===== config.mk =====
export PLATFORM = sky130hd
export DESIGN_NAME = rx_sym_order
export DESIGN_NICKNAME = d
export VERILOG_FILES = /design/src/rtl/rx_sym_order_pkg.sv /design/src/rtl/rx_sym_order_detect.sv /design/src/rtl/rx_sym_order_ctrl.sv /design/src/rtl/rx_sym_order_mux.sv /design/src/rtl/rx_sym_order.sv
export SDC_FILE = /design/constraint.sdc
export NUM_CORES = 1
export LEC_CHECK = 0
export ABC_AREA = 0
export ABC_CLOCK_PERIOD_IN_PS = 2050
export BUFFER_PORTS_ARGS = -buffer_cell sky130_fd_sc_hd__buf_2
export CAP_MARGIN = 15
export CELL_PAD_IN_SITES_DETAIL_PLACEMENT = 0
export CELL_PAD_IN_SITES_GLOBAL_PLACEMENT = 1
export CORE_ASPECT_RATIO = 1.4
export CORE_MARGIN = 10
export CORE_UTILIZATION = 35
export CTS_BUF_LIST = sky130_fd_sc_hd__clkbuf_8
export DETAILED_ROUTE_END_ITERATION = 7
export MAX_ROUTING_LAYER = met4
export PLACE_DENSITY = 0.9
export SLEW_MARGIN = 20
export SYNTH_ARGS = -nofsm -noshare
export SYNTH_HDL_FRONTEND = slang
export SYNTH_SLANG_ARGS = --single-unit

===== constraint.sdc =====
create_clock -name clk -period 2.05 [get_ports clk]
set_input_delay 0.205 -clock clk [delete_from_list [all_inputs] [get_ports clk]]
set_output_delay 0.205 -clock clk [all_outputs]
set_load 0.01 [all_outputs]

===== src/rtl/rx_sym_order_pkg.sv =====
// Shared types for the receive symbol order aligner.
// Assumes nothing beyond being compiled before the modules that import it.
package rx_sym_order_pkg;

    // Output word selection made by the controller each cycle.
    typedef enum logic [1:0] {
        SEL_PASS  = 2'd0,   // word passes as received
        SEL_PAD   = 2'd1,   // pad symbol enters slot 1, shift starts
        SEL_SHIFT = 2'd2    // shift in force: {slot 0, previous slot 1}
    } ord_sel_e;

endpackage


===== src/rtl/rx_sym_order_detect.sv =====
// Pattern search over the current word and the previous upper symbol.
// Raises hit_here_o when the pattern starts in slot 0 of this word and
// hit_late_o when it starts one symbol position earlier (in slot 1).
// Assumes PAT_SYMS is 1 or 2 and prev_s1_i is last cycle's upper symbol.
module rx_sym_order_detect #(
    parameter int SYM_W    = 10,
    parameter int PAT_SYMS = 1
) (
    input  logic [2*SYM_W-1:0]        din_i,
    input  logic [SYM_W-1:0]          prev_s1_i,
    input  logic [PAT_SYMS*SYM_W-1:0] pat_i,
    output logic                      hit_here_o,
    output logic                      hit_late_o
);
    localparam int W2 = 2 * SYM_W;

    logic [SYM_W-1:0] s0, s1;
    assign s0 = din_i[SYM_W-1:0];
    assign s1 = din_i[W2-1:SYM_W];

    generate
        if (PAT_SYMS == 1) begin : g_one
            logic unused_prev;
            assign unused_prev = ^prev_s1_i;
            // Single symbol: compare each slot on its own.
            assign hit_here_o = (s0 == pat_i);
            assign hit_late_o = (s1 == pat_i);
        end else begin : g_two
            logic [SYM_W-1:0] p_first, p_second;
            assign p_first  = pat_i[SYM_W-1:0];
            assign p_second = pat_i[2*SYM_W-1:SYM_W];
            // Two symbols: in-word pair, or pair straddling the word edge.
            assign hit_here_o = (s0 == p_first) && (s1 == p_second);
            assign hit_late_o = (prev_s1_i == p_first) && (s0 == p_second);
        end
    endgenerate

endmodule


===== src/rtl/rx_sym_order_ctrl.sv =====
// Attempt control: arming by request edge or by lock, success tracking,
// shift state and the per-cycle word selection.
// Assumes hit inputs are combinational from the current word.
module rx_sym_order_ctrl
    import rx_sym_order_pkg::*;
(
    input  logic     clk,
    input  logic     rst_n,
    input  logic     auto_i,
    input  logic     req_i,
    input  logic     lock_i,
    input  logic     hit_here_i,
    input  logic     hit_late_i,
    output ord_sel_e sel_o,
    output logic     done_o
);
    logic req_q, armed_q, done_q, shift_q;
    logic req_rise, rearm, seeking, take_here, take_late;

    // Decide this cycle's attempt outcome; slot 0 match has priority.
    always_comb begin
        req_rise  = req_i & ~req_q;
        rearm     = ~auto_i & req_rise;
        seeking   = auto_i ? ~done_q : armed_q;
        take_here = lock_i & ~rearm & seeking & hit_here_i;
        take_late = lock_i & ~rearm & seeking & ~hit_here_i & hit_late_i;
    end

    // Select the output word form.
    always_comb begin
        if (take_late)    sel_o = SEL_PAD;
        else if (shift_q) sel_o = SEL_SHIFT;
        else              sel_o = SEL_PASS;
    end

    // Track request edge, arming, success and shift state.
    always_ff @(posedge clk) begin
        if (!rst_n) begin
            req_q   <= 1'b0;
            armed_q <= 1'b0;
            done_q  <= 1'b0;
            shift_q <= 1'b0;
        end else begin
            req_q <= req_i;
            if (!lock_i) begin
                armed_q <= 1'b0;
                done_q  <= 1'b0;
                shift_q <= 1'b0;
            end else if (rearm) begin
                armed_q <= 1'b1;
                done_q  <= 1'b0;
                shift_q <= 1'b0;
            end else if (take_here) begin
                armed_q <= 1'b0;
                done_q  <= 1'b1;
            end else if (take_late) begin
                armed_q <= 1'b0;
                done_q  <= 1'b1;
                shift_q <= 1'b1;
            end
        end
    end

    assign done_o = done_q;

    assert_lock_loss_clears_R9: assert property (@(posedge clk) disable iff (!rst_n)
        !lock_i |=> (!done_q && !shift_q));

    assert_rearm_clears_R7: assert property (@(posedge clk) disable iff (!rst_n)
        rearm && lock_i |=> (!done_q && !shift_q && armed_q));

    assert_shift_needs_done_R4: assert property (@(posedge clk) disable iff (!rst_n)
        shift_q |-> done_q);

    assert_done_needs_lock_R8: assert property (@(posedge clk) disable iff (!rst_n)
        $rose(done_q) |-> $past(lock_i));

endmodule


===== src/rtl/rx_sym_order_mux.sv =====
// Output datapath: registers the reordered word and keeps the previous
// upper symbol for both the shift path and the straddling pattern search.
// Assumes sel_i is valid every cycle.
module rx_sym_order_mux
    import rx_sym_order_pkg::*;
#(
    parameter int SYM_W = 10
) (
    input  logic                 clk,
    input  logic                 rst_n,
    input  ord_sel_e             sel_i,
    input  logic [2*SYM_W-1:0]   din_i,
    input  logic [SYM_W-1:0]     pad_i,
    output logic [SYM_W-1:0]     prev_s1_o,
    output logic [2*SYM_W-1:0]   dout_o
);
    localparam int W2 = 2 * SYM_W;

    logic [SYM_W-1:0] s1_q;
    logic [W2-1:0]    dout_q;

    // Hold last upper symbol and build the output word.
    always_ff @(posedge clk) begin
        if (!rst_n) begin
            s1_q   <= '0;
            dout_q <= '0;
        end else begin
            s1_q <= din_i[W2-1:SYM_W];
            case (sel_i)
                SEL_PAD:   dout_q <= {pad_i, din_i[SYM_W-1:0]};
                SEL_SHIFT: dout_q <= {din_i[SYM_W-1:0], s1_q};
                default:   dout_q <= din_i;
            endcase
        end
    end

    assign prev_s1_o = s1_q;
    assign dout_o    = dout_q;

    assert_pass_latency_R2: assert property (@(posedge clk) disable iff (!rst_n)
        sel_i == SEL_PASS |=> dout_o == $past(din_i));

    assert_pad_slot_R4: assert property (@(posedge clk) disable iff (!rst_n)
        sel_i == SEL_PAD |=> dout_o[W2-1:SYM_W] == $past(pad_i));

endmodule


===== src/rtl/rx_sym_order.sv =====
// Receive symbol order aligner top. Two symbols per word, slot 0 first.
// Finds the ordering pattern and inserts one pad symbol when it sits in
// slot 1, so later occurrences start in slot 0. Latency is one clock.
// Assumes a continuous word stream (no valid qualifier) and PAT_SYMS 1 or 2.
module rx_sym_order #(
    parameter int SYM_W    = 10,
    parameter int PAT_SYMS = 1
) (
    input  logic                      clk,
    input  logic                      rst_n,
    input  logic                      auto_mode_i,
    input  logic                      order_req_i,
    input  logic                      align_lock_i,
    input  logic [PAT_SYMS*SYM_W-1:0] order_pat_i,
    input  logic [SYM_W-1:0]          pad_sym_i,
    input  logic [2*SYM_W-1:0]        din_i,
    output logic [2*SYM_W-1:0]        dout_o,
    output logic                      order_done_o
);
    import rx_sym_order_pkg::*;

    logic [SYM_W-1:0] prev_s1;
    logic             hit_here, hit_late;
    ord_sel_e         sel;

    rx_sym_order_detect #(.SYM_W(SYM_W), .PAT_SYMS(PAT_SYMS)) u_detect (
        .din_i      (din_i),
        .prev_s1_i  (prev_s1),
        .pat_i      (order_pat_i),
        .hit_here_o (hit_here),
        .hit_late_o (hit_late)
    );

    rx_sym_order_ctrl u_ctrl (
        .clk        (clk),
        .rst_n      (rst_n),
        .auto_i     (auto_mode_i),
        .req_i      (order_req_i),
        .lock_i     (align_lock_i),
        .hit_here_i (hit_here),
        .hit_late_i (hit_late),
        .sel_o      (sel),
        .done_o     (order_done_o)
    );

    rx_sym_order_mux #(.SYM_W(SYM_W)) u_mux (
        .clk       (clk),
        .rst_n     (rst_n),
        .sel_i     (sel),
        .din_i     (din_i),
        .pad_i     (pad_sym_i),
        .prev_s1_o (prev_s1),
        .dout_o    (dout_o)
    );

    assert_aligned_no_pad_R5: assert property (@(posedge clk) disable iff (!rst_n)
        (hit_here && !order_done_o) |=> dout_o == $past(din_i));

endmodule


==> impl_metrics.toml <==
[clock_network]
cts_hold_buf = 0
clock_path_buffers = 2
cts_htree_levels = 2
post_cts_buffers = 0
clock_latency_ps = 290
cts_made_buffers = 5
cts.sinks = 34
post_cts_resized = 0
clkSlewWorstSetupHoldPaths_ps = 70
ctsRootBufferMaster = "clkbuf_8"
cts_tree = "done"

[logic_synthesis]
synth_cell_types = 28
synth_edf_count = 0
synth_seq_cells = 34
post-synth-top-count-cell = "dfxtp_1"
seq_area_frac_synth = 0.423
async_flop_share = 0
netlist_area_um2 = 1610
yosysWarnings = 0
avgSynthCellArea_um2 = 9.29
synth_area_leader_cell = "dfxtp_1"
syn-instance-count = 173
syn_nets = 218
synthFlopType = "dfxtp_1"
synth_commonest_cells = "34 x dfxtp_1, 22 x nand2_1, 16 x xor2_1"
synth.top_cell.area_share = 0.423
synthTopCellsByArea = "dfxtp_1 42%, xor2_1 8.7%, mux2_2 7.0%, mux2i_1 6.2%, nor4_1 5.4%"

[timing]
drv_slew = 0
relSlewSlack = 0.672
tightest_slew_ps = 488
fin_crit_sh = 0.845
layout_min_cycle_time_ps = 1730
fmax_mhz = 577
hold_viol = 0
finalClockSkew_ps = 7.23
setup_tns_ps = 0
rsz0062_at_grt = "false"
setup_violations = 0

[grt]
overflow = 0
groute.usage.overall = 0.121
grt_pass1_wl_mm = 7.33
antenna_found_initial = 0
grt_max_degree = 27
grt_pass1_vias = 1603

[pwr]
peakVddDrop_mv = 0.232
seqPwrFrac = 0.469
p_clk_frac = 0.390
p_leak_nw = 0.916
p_int_mw = 1.13
power_switching_mw = 0.363
p_per_area_nw_per_um2 = 696
swShare = 0.243
comb_power_share = 0.142

[worst_setup_path]
critPathCapture = "u_mux.dout_o[9]"
path_class = "in -> reg"
cp_max_fo = 10
reg2reg_to = "u_mux.dout_o[9]"
cp-end-kind = "flip-flop"
required_ps = 2230
cp.arrival_ps = 1910
r2r_start = "u_ctrl.req_q"
cp-start-kind = "input port"
r2r_cells = 6
cp-startpoint = "order_pat_i[1]"
regToRegSetupSlack_ps = 600

[cells_and_area]
fin_nets = 286
nFillCells = 473
drive_gt1_frac = 0.372
antenna_cells = 0
fin_cells = 304
areaGrowthSynthToFinish_pct = 33.7

[drt]
vias = 1452
first_iter_violations = 46
drtPass1Iterations = 4
routed_wirelength_mm = 4.51
wl_per_cell_um = 14.8
via_per_inst = 4.78
drc_errors = 0
ant_nets = 0

[floorplanning]
die_area_um2 = 7740
num_io_pins = 66
die_height_um = 100
start_util = 0.357
rows = 29
core_um2 = 4500
die_w_um = 77.3

[run_status]
outcome = "complete, no violations"

[placed_design]
dp_hpwl_mm = 3.65
placedCellCount = 296
gp_congestion = 0.785
portBuffers = 65

[min_path]
min_from = "order_req_i"
hold_path.class = "in -> reg"

[flow_run]
max-cap-violations = 0
==> layout by cell type (no fill, tap or decap), types with 2 or more instances in the layout <==
cell and count:
nand2_1 22, xor2_1 16, buf_2 65, mux2i_1 10, dfxtp_1 34, nor3_1 11, clkbuf_8 8, buf_4 5
and2_1 12, xnor2_1 4, mux2_2 10, nor4_1 14, and4_1 2, o21a_1 2, o22ai_1 2, buf_12 2
nand3_1 2, a31oi_1 10
==> layer usage <==
layer | wire, um | global-route usage
met1 | 1770 | 0.119
met2 | 2340 | 0.208
met3 | 253 | 0.0331
met4 | 153 | 0.0718
met5 | 0 | -
==> power groups by stage <==
| stage | Combinational (mW) | Sequential [mW] | Clock, mW |
|---|---|---|---|
| final | 0.212 | 0.701 | 0.583 |
| after global routing | 0.238 | 0.704 | 0.613 |
| after CTS | 0.215 | 0.701 | 0.595 |
| after detailed placement | 0.213 | 0.716 | 0 |
| after global placement | 0.209 | 0.715 | 0 |
| after floorplan | 0.0948 | 0.727 | 0 |
==> worst max-delay path: stages <==
cell	delay, ps
buf_2	120
xor2_1	180
or4_1	510
or3_1	340
o31a_1	280
buf_12	160
mux2i_1	110
==> metrics by stage <==
stage | area [um^2] | setup slack, ps | power (mW) | hold WS, ps | util
6_report | 2150 | 317 | 1.50 | 140 | 0.478
3_5_place_dp | 2040 | 23.1 | 0.929 | 435 | 0.453
5_1_grt | 2150 | 221 | 1.56 | 138 | 0.478
2_1_floorplan | 1610 | 220 | 0.822 | 327 | -
4_1_cts | 2150 | 322 | 1.51 | 131 | 0.478
3_3_place_gp | 2040 | 61.9 | 0.925 | 426 | 0.453
==> registers in the layout, indices dropped and copies added (netlist names) <==
| register | count |
|---|---|
| u_ctrl.shift_q | 1 |
| u_mux.dout_o | 20 |
| u_ctrl.req_q | 1 |
| u_mux.prev_s1_o | 10 |
| u_ctrl.done_o | 1 |
| u_ctrl.armed_q | 1 |
==> final cells by class <==
class	count	area [um^2]	share of cell area
well taps	62	77.6	0.0361
clock buffers	8	110	0.0512
inverters	2	7.51	0.00349
flip-flops and latches	34	681	0.317
repair buffers	72	403	0.187
multi-input cells	126	871	0.405
==> worst min-delay path by stage <==
stage,end,slack (ps),cells after the start
global placement,u_mux.dout_o[4],430,2
global route,u_ctrl.req_q,140,2
finish,u_ctrl.req_q,140,2
floorplan,u_mux.prev_s1_o[0],330,1
detailed placement,u_mux.dout_o[6],430,2
CTS,u_ctrl.req_q,130,2
==> kinds of logic (layout without fill, tap and decap cells) <==
family                 Yosys count  in the layout  share of synthesized area
multiplexers                    20             20                      0.132
buffers and inverters           13             82                     0.0350
AND/OR/NAND/NOR                 69             69                      0.230
XOR/XNOR                        20             20                      0.109
flip-flops                      34             34                      0.423
AO/OA/AOI/OAI                   17             17                     0.0700
Note: power is estimated with default switching activity, not from simulation.
